## src/rtl/rrm_pkg.sv

```systemverilog
package rrm_pkg;
    typedef enum logic [1:0] {
        RG_EMPTY  = 2'd0,
        RG_CONFIG = 2'd1,
        RG_EXEC   = 2'd2,
        RG_IDLE   = 2'd3
    } rg_state_e;

    typedef enum logic [2:0] {
        OC_HIT      = 3'd0,
        OC_LOAD     = 3'd1,
        OC_REJECT   = 3'd2,
        OC_SW       = 3'd3,
        OC_RESERVED = 3'd4
    } outcome_e;

    typedef enum logic {
        RS_NONE = 1'b0,
        RS_HELD = 1'b1
    } resv_state_e;
endpackage

```

## src/rtl/rrm_region.sv

```systemverilog
module rrm_region
    import rrm_pkg::*;
#(
    parameter int TASK_W = 8
) (
    input  logic              clk,
    input  logic              rst_n,
    input  logic              load_i,
    input  logic [TASK_W-1:0] new_task_i,
    input  logic              start_i,
    input  logic              cfg_done_i,
    input  logic              exec_done_i,
    output rg_state_e         state_o,
    output logic [TASK_W-1:0] task_o
);
    rg_state_e         st_q, st_d;
    logic [TASK_W-1:0] tk_q, tk_d;

    always_comb begin
        st_d = st_q;
        tk_d = tk_q;
        unique case (st_q)
            RG_EMPTY: begin
                if (load_i) begin
                    st_d = RG_CONFIG;
                    tk_d = new_task_i;
                end
            end
            RG_CONFIG: begin
                if (cfg_done_i) st_d = RG_IDLE;
            end
            RG_EXEC: begin
                if (exec_done_i) st_d = RG_IDLE;
            end
            RG_IDLE: begin
                if (load_i) begin
                    st_d = RG_CONFIG;
                    tk_d = new_task_i;
                end else if (start_i) begin
                    st_d = RG_EXEC;
                end
            end
            default: st_d = RG_EMPTY;
        endcase
    end

    always_ff @(posedge clk) begin
        if (!rst_n) begin
            st_q <= RG_EMPTY;
            tk_q <= '0;
        end else begin
            st_q <= st_d;
            tk_q <= tk_d;
        end
    end

    always_comb begin
        state_o = st_q;
        task_o  = tk_q;
    end

    // configuration completion leads to idle
    p_cfg_to_idle_r7: assert property (@(posedge clk) disable iff (!rst_n)
        (st_q == RG_CONFIG && cfg_done_i) |=> (st_q == RG_IDLE));
    // execution completion leads back to idle
    p_exec_to_idle_r8: assert property (@(posedge clk) disable iff (!rst_n)
        (st_q == RG_EXEC && exec_done_i) |=> (st_q == RG_IDLE));
    // a start command only reaches an idle region
    p_start_idle_r3: assert property (@(posedge clk) disable iff (!rst_n)
        start_i |-> (st_q == RG_IDLE));
    // a load only targets an empty or idle region
    p_load_free_r4: assert property (@(posedge clk) disable iff (!rst_n)
        load_i |-> (st_q == RG_EMPTY || st_q == RG_IDLE));
endmodule

```

## src/rtl/rrm_picker.sv

```systemverilog
module rrm_picker
    import rrm_pkg::*;
#(
    parameter int NREG   = 4,
    parameter int TASK_W = 8,
    parameter int IDX_W  = 2
) (
    input  logic [2*NREG-1:0]      states_i,
    input  logic [NREG*TASK_W-1:0] tasks_i,
    input  logic [TASK_W-1:0]      key_i,
    output logic                   hit_o,
    output logic [IDX_W-1:0]       hit_idx_o,
    output logic                   free_o,
    output logic [IDX_W-1:0]       free_idx_o
);
    logic             emp_f, idl_f;
    logic [IDX_W-1:0] emp_i, idl_i;

    always_comb begin
        hit_o     = 1'b0;
        hit_idx_o = '0;
        emp_f     = 1'b0;
        emp_i     = '0;
        idl_f     = 1'b0;
        idl_i     = '0;
        for (int i = NREG - 1; i >= 0; i--) begin
            if (states_i[2*i +: 2] == 2'(RG_IDLE)) begin
                idl_f = 1'b1;
                idl_i = IDX_W'(i);
                if (tasks_i[TASK_W*i +: TASK_W] == key_i) begin
                    hit_o     = 1'b1;
                    hit_idx_o = IDX_W'(i);
                end
            end
            if (states_i[2*i +: 2] == 2'(RG_EMPTY)) begin
                emp_f = 1'b1;
                emp_i = IDX_W'(i);
            end
        end
        free_o     = emp_f | idl_f;
        free_idx_o = emp_f ? emp_i : idl_i;
    end
endmodule

```

## src/rtl/rrm_counters.sv

```systemverilog
module rrm_counters #(
    parameter int CNT_W = 16
) (
    input  logic             clk,
    input  logic             rst_n,
    input  logic             inc_pass_i,
    input  logic             inc_fail_i,
    output logic [CNT_W-1:0] total_o,
    output logic [CNT_W-1:0] pass_o,
    output logic [CNT_W-1:0] fail_o
);
    always_ff @(posedge clk) begin
        if (!rst_n) begin
            total_o <= '0;
            pass_o  <= '0;
            fail_o  <= '0;
        end else begin
            if (inc_pass_i || inc_fail_i) total_o <= total_o + 1'b1;
            if (inc_pass_i) pass_o <= pass_o + 1'b1;
            if (inc_fail_i) fail_o <= fail_o + 1'b1;
        end
    end

    // totals consistent with pass and fail counts
    p_sum_r13: assert property (@(posedge clk) disable iff (!rst_n)
        total_o == CNT_W'(pass_o + fail_o));
    // a validation either passes or fails, never both
    p_excl_r6: assert property (@(posedge clk) disable iff (!rst_n)
        !(inc_pass_i && inc_fail_i));
endmodule

```

## src/rtl/rrm_manager.sv

```systemverilog
module rrm_manager
    import rrm_pkg::*;
#(
    parameter int NREG   = 4,
    parameter int TASK_W = 8,
    parameter int CNT_W  = 16,
    localparam int IDX_W = (NREG > 1) ? $clog2(NREG) : 1
) (
    input  logic                   clk,
    input  logic                   rst_n,
    input  logic                   req_valid,
    output logic                   req_ready,
    input  logic [TASK_W-1:0]      req_task,
    input  logic                   req_sig_ok,
    input  logic                   req_has_sw,
    input  logic [NREG-1:0]        cfg_done,
    input  logic [NREG-1:0]        exec_done,
    output logic [2*NREG-1:0]      region_state,
    output logic [NREG*TASK_W-1:0] region_task,
    output logic                   out_valid,
    output logic [2:0]             out_code,
    output logic [IDX_W-1:0]       out_region,
    output logic                   out_resv,
    output logic                   resv_valid,
    output logic [TASK_W-1:0]      resv_task,
    output logic [CNT_W-1:0]       val_total,
    output logic [CNT_W-1:0]       val_pass,
    output logic [CNT_W-1:0]       val_fail
);
    resv_state_e rs_q, rs_d;
    logic [TASK_W-1:0] rtask_q;
    logic              rsig_q;

    logic              use_resv, go;
    logic [TASK_W-1:0] src_task;
    logic              src_sig, src_sw;
    logic              hit, free;
    logic [IDX_W-1:0]  hit_idx, free_idx;

    logic              do_load, do_start, do_reserve, inc_pass, inc_fail;
    logic [IDX_W-1:0]  tgt_idx;
    outcome_e          code_d;

    rg_state_e         st_arr [NREG];
    logic [NREG-1:0]   load_vec, start_vec;

    logic              ov_q, or_q;
    outcome_e          oc_q;
    logic [IDX_W-1:0]  oi_q;

    // request source: a held reservation takes precedence
    always_comb begin
        use_resv = (rs_q == RS_HELD);
        src_task = use_resv ? rtask_q : req_task;
        src_sig  = use_resv ? rsig_q  : req_sig_ok;
        src_sw   = use_resv ? 1'b0    : req_has_sw;
        go       = use_resv ? free    : req_valid;
    end

    rrm_picker #(.NREG(NREG), .TASK_W(TASK_W), .IDX_W(IDX_W)) u_pick (
        .states_i  (region_state),
        .tasks_i   (region_task),
        .key_i     (src_task),
        .hit_o     (hit),
        .hit_idx_o (hit_idx),
        .free_o    (free),
        .free_idx_o(free_idx)
    );

    // decision logic
    always_comb begin
        do_load    = 1'b0;
        do_start   = 1'b0;
        do_reserve = 1'b0;
        inc_pass   = 1'b0;
        inc_fail   = 1'b0;
        tgt_idx    = '0;
        code_d     = OC_SW;
        if (go) begin
            if (hit) begin
                do_start = 1'b1;
                tgt_idx  = hit_idx;
                code_d   = OC_HIT;
            end else if (free) begin
                tgt_idx = free_idx;
                if (src_sig) begin
                    do_load  = 1'b1;
                    inc_pass = 1'b1;
                    code_d   = OC_LOAD;
                end else begin
                    inc_fail = 1'b1;
                    code_d   = OC_REJECT;
                end
            end else if (src_sw) begin
                code_d = OC_SW;
            end else begin
                do_reserve = 1'b1;
                code_d     = OC_RESERVED;
            end
        end
    end

    // reservation state machine: next state
    always_comb begin
        rs_d = rs_q;
        unique case (rs_q)
            RS_NONE: if (do_reserve) rs_d = RS_HELD;
            RS_HELD: if (go) rs_d = RS_NONE;
            default: rs_d = RS_NONE;
        endcase
    end

    // state and outcome registers
    always_ff @(posedge clk) begin
        if (!rst_n) begin
            rs_q    <= RS_NONE;
            rtask_q <= '0;
            rsig_q  <= 1'b0;
            ov_q    <= 1'b0;
            oc_q    <= OC_HIT;
            oi_q    <= '0;
            or_q    <= 1'b0;
        end else begin
            rs_q <= rs_d;
            if (do_reserve) begin
                rtask_q <= req_task;
                rsig_q  <= req_sig_ok;
            end
            ov_q <= go;
            if (go) begin
                oc_q <= code_d;
                oi_q <= tgt_idx;
                or_q <= use_resv;
            end
        end
    end

    // outputs
    always_comb begin
        req_ready  = (rs_q == RS_NONE);
        resv_valid = (rs_q == RS_HELD);
        resv_task  = rtask_q;
        out_valid  = ov_q;
        out_code   = ov_q ? 3'(oc_q) : 3'd0;
        out_region = ov_q ? oi_q : '0;
        out_resv   = ov_q & or_q;
    end

    generate
        for (genvar g = 0; g < NREG; g++) begin : g_reg
            assign load_vec[g]  = do_load  && (tgt_idx == IDX_W'(g));
            assign start_vec[g] = do_start && (tgt_idx == IDX_W'(g));
            rrm_region #(.TASK_W(TASK_W)) u_region (
                .clk        (clk),
                .rst_n      (rst_n),
                .load_i     (load_vec[g]),
                .new_task_i (src_task),
                .start_i    (start_vec[g]),
                .cfg_done_i (cfg_done[g]),
                .exec_done_i(exec_done[g]),
                .state_o    (st_arr[g]),
                .task_o     (region_task[TASK_W*g +: TASK_W])
            );
            assign region_state[2*g +: 2] = st_arr[g];
        end
    endgenerate

    rrm_counters #(.CNT_W(CNT_W)) u_cnt (
        .clk       (clk),
        .rst_n     (rst_n),
        .inc_pass_i(inc_pass),
        .inc_fail_i(inc_fail),
        .total_o   (val_total),
        .pass_o    (val_pass),
        .fail_o    (val_fail)
    );

    // at most one region commanded per cycle
    p_one_cmd_r4: assert property (@(posedge clk) disable iff (!rst_n)
        $onehot0(load_vec | start_vec));
    // a hit outcome shows its region executing
    p_hit_exec_r3: assert property (@(posedge clk) disable iff (!rst_n)
        (out_valid && out_code == 3'(OC_HIT)) |-> (st_arr[out_region] == RG_EXEC));
    // a load outcome shows its region configuring
    p_load_cfg_r5: assert property (@(posedge clk) disable iff (!rst_n)
        (out_valid && out_code == 3'(OC_LOAD)) |-> (st_arr[out_region] == RG_CONFIG));
    // a rejected load leaves every task ID untouched
    p_reject_task_r6: assert property (@(posedge clk) disable iff (!rst_n)
        (out_valid && out_code == 3'(OC_REJECT)) |-> $stable(region_task));
    // a reserved outcome leaves the reservation held
    p_resv_held_r10: assert property (@(posedge clk) disable iff (!rst_n)
        (out_valid && out_code == 3'(OC_RESERVED)) |-> resv_valid);
    // a granted reservation is gone after its outcome
    p_grant_clear_r11: assert property (@(posedge clk) disable iff (!rst_n)
        out_resv |-> !resv_valid);
endmodule

```

## config.mk

```make
export PLATFORM = sky130hd
export DESIGN_NAME = rrm_manager
export DESIGN_NICKNAME = d
export VERILOG_FILES = /design/src/rtl/rrm_pkg.sv /design/src/rtl/rrm_region.sv /design/src/rtl/rrm_picker.sv /design/src/rtl/rrm_counters.sv /design/src/rtl/rrm_manager.sv
export SDC_FILE = /design/constraint.sdc
export NUM_CORES = 1
export LEC_CHECK = 0
export BUFFER_PORTS_ARGS = -buffer_cell sky130_fd_sc_hd__buf_4
export CORE_ASPECT_RATIO = 1.1
export CORE_UTILIZATION = 57
export DETAILED_ROUTE_END_ITERATION = 8
export GPL_TIMING_DRIVEN = 0
export PLACE_DENSITY = 0.87
export SYNTH_ARGS = -nofsm -noshare
export SYNTH_HDL_FRONTEND = slang
export SYNTH_SLANG_ARGS = --single-unit
```

## constraint.sdc

```tcl
create_clock -name clk -period 6.87 [get_ports clk]
set_clock_uncertainty 0.15 [all_clocks]
set_input_delay 0.687 -clock clk [delete_from_list [all_inputs] [get_ports clk]]
set_output_delay 0.687 -clock clk [all_outputs]
set_load 0.02 [all_outputs]
```

==> results.py, run 1 <==
metrics = {
    "synthesis": {
        "synthCells": 618,
        "synth_cell_types": 59,
        "avgSynthCellArea_sq_um": 8.83,
        "synth_edf_count": 0,
        "synth_flop_cell": "dfxtp_1",
        "synthArstFlopShare_pct": 0,
        "synth-warning-count": 0,
        "ys_seq_area_share_pct": 38.5,
        "ys_ff_latch": 105,
        "syn_nets": 658,
        "netlist_area_sq_mm": 0.00546,
    },
    "global_routing": {
        "grt_pass1_vias": 4930,
        "grt_max_degree": 19,
        "grt_pass1_wl_um": 22700,
        "grt_use_total_pct": 28.8,
        "antenna_found_initial": 0,
        "grt-ovfl-total": 0,
    },
    "timing": {
        "worst_slack_ns": 3.19,
        "fin_tns_setup_ns": 0,
        "worstMarginPinSlew_ns": 0.855,
        "setup_violations": 0,
        "holdWs_ns": 0.309,
        "hold_viol_final": 0,
        "drv_slew": 0,
        "relSlewSlack_pct": 42.6,
        "fin_crit_sh_pct": 53.6,
        "period_needed_ns": 3.68,
        "max_freq_mhz": 272,
        "rsz0062_at_grt": "false",
    },
    "setup_path": {
        "cp-startpoint": "resv_valid$_SDFF_PN0_",
        "crit_type": "reg -> reg",
        "start_kind": "flop",
        "crit_fanout": 10,
        "arrival_ns": 3.82,
        "end_kind": "flop",
        "worstReg2RegStart": "resv_valid$_SDFF_PN0_",
        "cp.required_ns": 7.01,
    },
    "die": {
        "ios": 126,
        "core_sq_mm": 0.00931,
        "die_h_um": 105,
        "rows": 37,
        "design.die.area_sq_mm": 0.00997,
        "die_w_um": 95.3,
        "start_util_pct": 58.6,
    },
    "cells_and_area": {
        "synthToLayoutAreaGrowth_pct": 23.2,
        "antenna_cells": 0,
        "drive_above_1_share_pct": 22.4,
        "nets": 793,
        "fillerInstances": 701,
        "multi_input_area_sq_mm": 0.00312,
        "ff_latch_area_sq_mm": 0.00210,
    },
    "hold_path": {
        "min_path_type": "reg -> reg",
        "hp-start": "oi_q[1]$_SDFFE_PN0N_",
    },
    "drt": {
        "num_vias": 5077,
        "drt-total-wl_um": 14000,
        "firstDrtPassIters": 7,
        "final_antenna_net_count": 0,
        "drt_iter0_drc": 211,
        "drc": 0,
        "drt-vias-per-instance": 5.80,
        "wire_per_inst_um": 16.0,
    },
    "placement": {
        "gp_congestion": 0.898,
        "port_buffers": 124,
        "hpwl_um": 10500,
        "place_ws_ns": 3.18,
    },
    "power_and_ir_drop": {
        "ir_drop_v": 0.000150,
        "powerDensity_mw_per_mm2": 205,
        "leakagePower_uw": 0.00264,
    },
    "clock_network": {
        "cts_resized": 0,
        "cts_tree": "built",
        "numCtsBuffers": 9,
        "post_cts_buffers": 0,
        "insertion_delay_ns": 0.39,
        "cts_root_buf": "clkbuf_8",
        "holdBufCountCts": 0,
        "clk_pin_slew_ns": 0.11,
        "clockBufferDepth": 2,
        "clock_sink_count": 105,
        "cts_htree_levels": 3,
    },
    "run_status": {
        "outcome": "finished, final reports clean",
    },
    "run": {
        "cap_violations": 0,
    },
}
power by group:
| part | total, uW | internal [uW] | switching, uW |
|---|---|---|---|
| registers | 673 | 638 | 35.1 |
| clock network | 370 | 146 | 224 |
| logic | 332 | 136 | 197 |
registers in the layout, indices dropped and copies added, names as in the netlist:
signal	flops
u_cnt.pass_o	16
u_cnt.fail_o	16
out_valid	1
or_q	1
rsig_q	1
resv_task	8
oc_q	3
g.u_region.state_o	8
resv_valid	1
u_cnt.total_o	16
oi_q	2
g.u_region.task_o	32
critical path, stage by stage, from the launching register on:
cell	delay [ns]
dfxtp_1	0.38
buf_6	0.22
mux2i_2	0.64
xnor2_1	0.21
nand4b_1	0.25
nand3_1	0.32
nand4bb_1	0.38
nor2_1	0.47
buf_4	0.26
nor2_1	0.06
a211oi_1	0.23
final cells by class:
cell class	instances	area share [%]
flip-flops and latches	105	31.3
well taps	117	2.18
clock buffers	10	2.05
inverters	27	1.51
repair buffers	124	13.9
multi-input cells	464	46.5
plain buffers	22	1.94
clock inverters	6	0.726
per-stage QoR:
step | power [uW] | cell area (sq um) | cells | util, %
3_3_place_gp | 995 | 6530 | 859 | 70.2
2_1_floorplan | 904 | 5460 | 618 | -
6_report | 1380 | 6720 | 875 | 72.2
4_1_cts | 1370 | 6720 | 875 | 72.2
5_1_grt | 1440 | 6720 | 875 | 72.2
3_5_place_dp | 1010 | 6530 | 859 | 70.2
placed cells by master, fill, tap and decap left out, types with 10 or more instances in the layout:
cell | Yosys | final
nand3_1 | 30 | 30
clkbuf_1 | 13 | 13
and2_1 | 11 | 11
nand4_1 | 15 | 15
ha_1 | 19 | 19
mux2i_1 | 11 | 11
a211oi_1 | 30 | 30
xor2_1 | 25 | 25
nor2_1 | 104 | 104
nor4_1 | 10 | 10
inv_1 | 27 | 27
dfxtp_1 | 105 | 105
nand2_1 | 32 | 32
a21oi_1 | 24 | 24
xnor2_1 | 45 | 45
buf_4 | 2 | 126
clkbuf_8 | 0 | 10
logic make-up (layout without fill, tap and decap cells):
family          after synthesis  count (layout)  synth area share, %
flops                       105             105                 38.5
buf+inv                      49             189                 4.24
xor+xnor                     70              70                 11.2
mux                          19              19                 5.16
compound gates              100             100                 12.7
fa+ha+maj                    19              19                 4.36
simple gates                256             256                 23.7
worst paths after layout:
check / endpoint / slack (ns) / cells past startpoint
setup / recovery: g_reg[3].u_region.task_o[7]$_SDFFE_PN0P_ / 3.19 / 10
hold reg to reg: oi_q[1]$_SDFFE_PN0N_ / 0.31 / 2
hold / removal: oi_q[1]$_SDFFE_PN0N_ / 0.31 / 2
setup reg to reg: g_reg[3].u_region.task_o[7]$_SDFFE_PN0P_ / 3.19 / 10
metal layers:
layer / vias to the layer above / part of all wire [%] / track usage (%)
li1: 2438 / - / -
met1: 2423 / 40 / 33.3
met2: 181 / 51 / 50.5
met3: 35 / 6.4 / 5.31
met4: 0 / 2.6 / 13.1
met5: - / 0 / 0
synthesized netlist by cell type (5+ instances only):
master	count	share of area, %
nand3_1	30	2.8
nand2_1	32	2.2
nor3_1	7	0.64
buf_6	5	1.0
clkbuf_1	13	0.89
o21ai_0	9	0.83
mux2i_1	11	2.0
nand4_1	15	1.7
a21oi_1	24	2.2
or4_1	6	0.83
xnor2_1	45	7.2
a211oi_1	30	4.1
mux2i_4	7	2.9
ha_1	19	4.4
dfxtp_1	105	39
nand3b_1	8	1.1
nor2_1	104	7.2
and2_1	11	1.3
and3_1	9	1.0
xor2_1	25	4.0
inv_1	27	1.9
nor4_1	10	1.1
Note: power is estimated with default switching activity, not from simulation.
==> run 2: changes to the inputs <==
--- a/config.mk
+++ b/config.mk
@@ -7,10 +7,10 @@
 export LEC_CHECK = 0
 export BUFFER_PORTS_ARGS = -buffer_cell sky130_fd_sc_hd__buf_4
 export CORE_ASPECT_RATIO = 1.1
-export CORE_UTILIZATION = 57
+export CORE_UTILIZATION = 54
 export DETAILED_ROUTE_END_ITERATION = 8
 export GPL_TIMING_DRIVEN = 0
-export PLACE_DENSITY = 0.87
+export PLACE_DENSITY = 0.83
 export SYNTH_ARGS = -nofsm -noshare
 export SYNTH_HDL_FRONTEND = slang
 export SYNTH_SLANG_ARGS = --single-unit
==> constraint.sdc (replaced) <==
create_clock -name clk -period 3.7 [get_ports clk]
set_clock_uncertainty 0.15 [all_clocks]
set_input_delay 0.37 -clock clk [delete_from_list [all_inputs] [get_ports clk]]
set_output_delay 0.37 -clock clk [all_outputs]
set_load 0.02 [all_outputs]
==> run 2 against run 1 <==
  * Sequential share of layout area fell by 0.10 points
  * Largest power group unchanged
  * Maximum frequency increased by 3.3%
  * Die area increased by 5.4%
  * Sequential power grew 86%
  * Critical path depth decreased by 1
  * Total power grew 87%
  * Clock power grew 91%
  * Combinational power grew 85%
  * Largest cell class unchanged
  * The run now ends with design-rule violations left
==> results.py, run 2 (synthesized netlist as in run 1, its figures left out) <==
metrics = {
    "timing": {
        "max_freq_mhz": 281,
        "rsz0062_at_grt": "true",
        "fin_tns_setup_ns": 0,
        "drv_slew": 0,
        "setup_violations": 0,
        "holdWs_ns": 0.105,
        "worstMarginPinSlew_ns": 0.829,
        "period_needed_ns": 3.56,
        "fin_crit_sh_pct": 96.3,
        "relSlewSlack_pct": 44.1,
        "hold_viol_final": 0,
    },
    "global_routing": {
        "grt-ovfl-total": 0,
        "grt_max_degree": 18,
        "grt_pass1_wl_um": 22400,
        "antenna_found_initial": 0,
        "grt_use_total_pct": 26.6,
        "grt_pass1_vias": 4821,
    },
    "clock_network": {
        "cts_resized": 0,
        "cts_root_buf": "clkbuf_8",
        "clockBufferDepth": 2,
        "clk_pin_slew_ns": 0.10,
        "cts_tree": "built",
        "insertion_delay_ns": 0.37,
        "clock_sink_count": 105,
        "numCtsBuffers": 9,
        "cts_htree_levels": 3,
        "post_cts_buffers": 0,
        "holdBufCountCts": 0,
    },
    "die": {
        "rows": 38,
        "core_sq_mm": 0.00984,
        "start_util_pct": 55.4,
        "design.die.area_sq_mm": 0.0105,
        "die_w_um": 97.8,
        "die_h_um": 107,
        "ios": 126,
    },
    "drt": {
        "drt-met1-wl_um": 5800,
        "wire_per_inst_um": 16.1,
        "drt-vias-per-instance": 5.75,
        "num_vias": 5041,
        "drt-total-wl_um": 14100,
        "drt_iter0_drc": 232,
        "wl_met3_um": 884,
        "wl_met2_um": 7050,
        "firstDrtPassIters": 7,
        "dr.max_layer_used": "met4",
        "final_antenna_net_count": 0,
        "drc": 20,
    },
    "run": {
        "cap_violations": 0,
    },
    "setup_path": {
        "path_buf_inv": 1,
        "crit_chain": "buf_6, mux2i_2, xnor2_1, nand4b_1, nand3_1, nor3_1, and3_1, xnor2_1, nor2_1",
        "crit_fanout": 8,
        "start_kind": "flop",
        "critPathMostFrequentCell": "xnor2_1",
        "crit_type": "reg -> reg",
        "critical_path.top_delay_family": "simple AND/OR/NAND/NOR gates",
        "slowest_delay_ns": 0.78,
        "cp.required_ns": 3.80,
        "end_kind": "flop",
        "arrival_ns": 3.67,
        "cp_slowest_cell": "nor3_1",
    },
    "placement": {
        "placed_area_sq_mm": 0.00654,
        "gp_congestion": 0.902,
        "hpwl_um": 10600,
        "port_buffers": 124,
    },
    "power_and_ir_drop": {
        "powerDensity_mw_per_mm2": 381,
        "ir_drop_v": 0.000242,
        "design_power_total_uw": 2570,
        "leakagePower_uw": 0.00264,
    },
    "cells_and_area": {
        "drive_above_1_share_pct": 22.7,
        "layout_commonest_cell": "buf_4",
        "finalInstanceArea_sq_mm": 0.00674,
        "antenna_cells": 0,
        "largest_register_ffs": 32,
        "synthToLayoutAreaGrowth_pct": 23.6,
        "final_cell_mix": "buf_4, dfxtp_1, nor2_1, xnor2_1, nand2_1",
        "fin_util_pct": 68.5,
        "nets": 793,
    },
    "hold_path": {
        "min_path_type": "in -> reg",
    },
    "run_status": {
        "failed_checks": "design-rule violations",
        "outcome": "finished, violations left",
    },
}
==> run 2: area by class of cell <==
type | count | area, sq um
plain buffers | 22 | 130
clock buffers | 9 | 124
clock inverters | 6 | 70.1
fillers | 774 | 3100
inverters | 27 | 101
multi-input cells | 464 | 3130
flip-flops and latches | 105 | 2100
well taps | 120 | 150
repair buffers | 124 | 931
==> run 2: worst paths after layout <==
check / startpoint / to / slack, ns / cells past startpoint
worst min register to register: oi_q[1]$_SDFFE_PN0N_ / oi_q[1]$_SDFFE_PN0N_ / 0.31 / 2
worst max register to register: resv_valid$_SDFF_PN0_ / u_cnt.fail_o[5]$_SDFFE_PN0P_ / 0.14 / 9
worst max-delay path: resv_valid$_SDFF_PN0_ / u_cnt.fail_o[5]$_SDFFE_PN0P_ / 0.14 / 9
worst min-delay path: req_task[6] / resv_task[6]$_SDFFE_PN0P_ / 0.11 / 3
==> run 2: tightest hold or removal path, delay by kind of cell <==
family | cells | cell delay, ns
muxes | 1 | 0.06
and+or+nand+nor | 1 | 0.07
buffers and inverters | 1 | 0.10
==> run 2: power by group <==
part	switching [uW]	internal, uW	total [uW]
Sequential	65.4	1180	1250
Clock	397	311	708
Combinational	361	253	613
==> run 2: stage by stage <==
step,std cells,worst slack (ns)
4_1_cts,877,0.140
5_1_grt,877,-0.0458
3_3_place_gp,862,0.205
3_5_place_dp,862,0.188
2_1_floorplan,618,0.668
6_report,877,0.137
==> run 2: metal layers <==
layer / GRT usage (%) / up-vias
met1: 31.4 / 2386
li1: - / 2436
met4: 12.0 / 0
met2: 47.4 / 183
met3: 4.48 / 36
met5: 0 / -
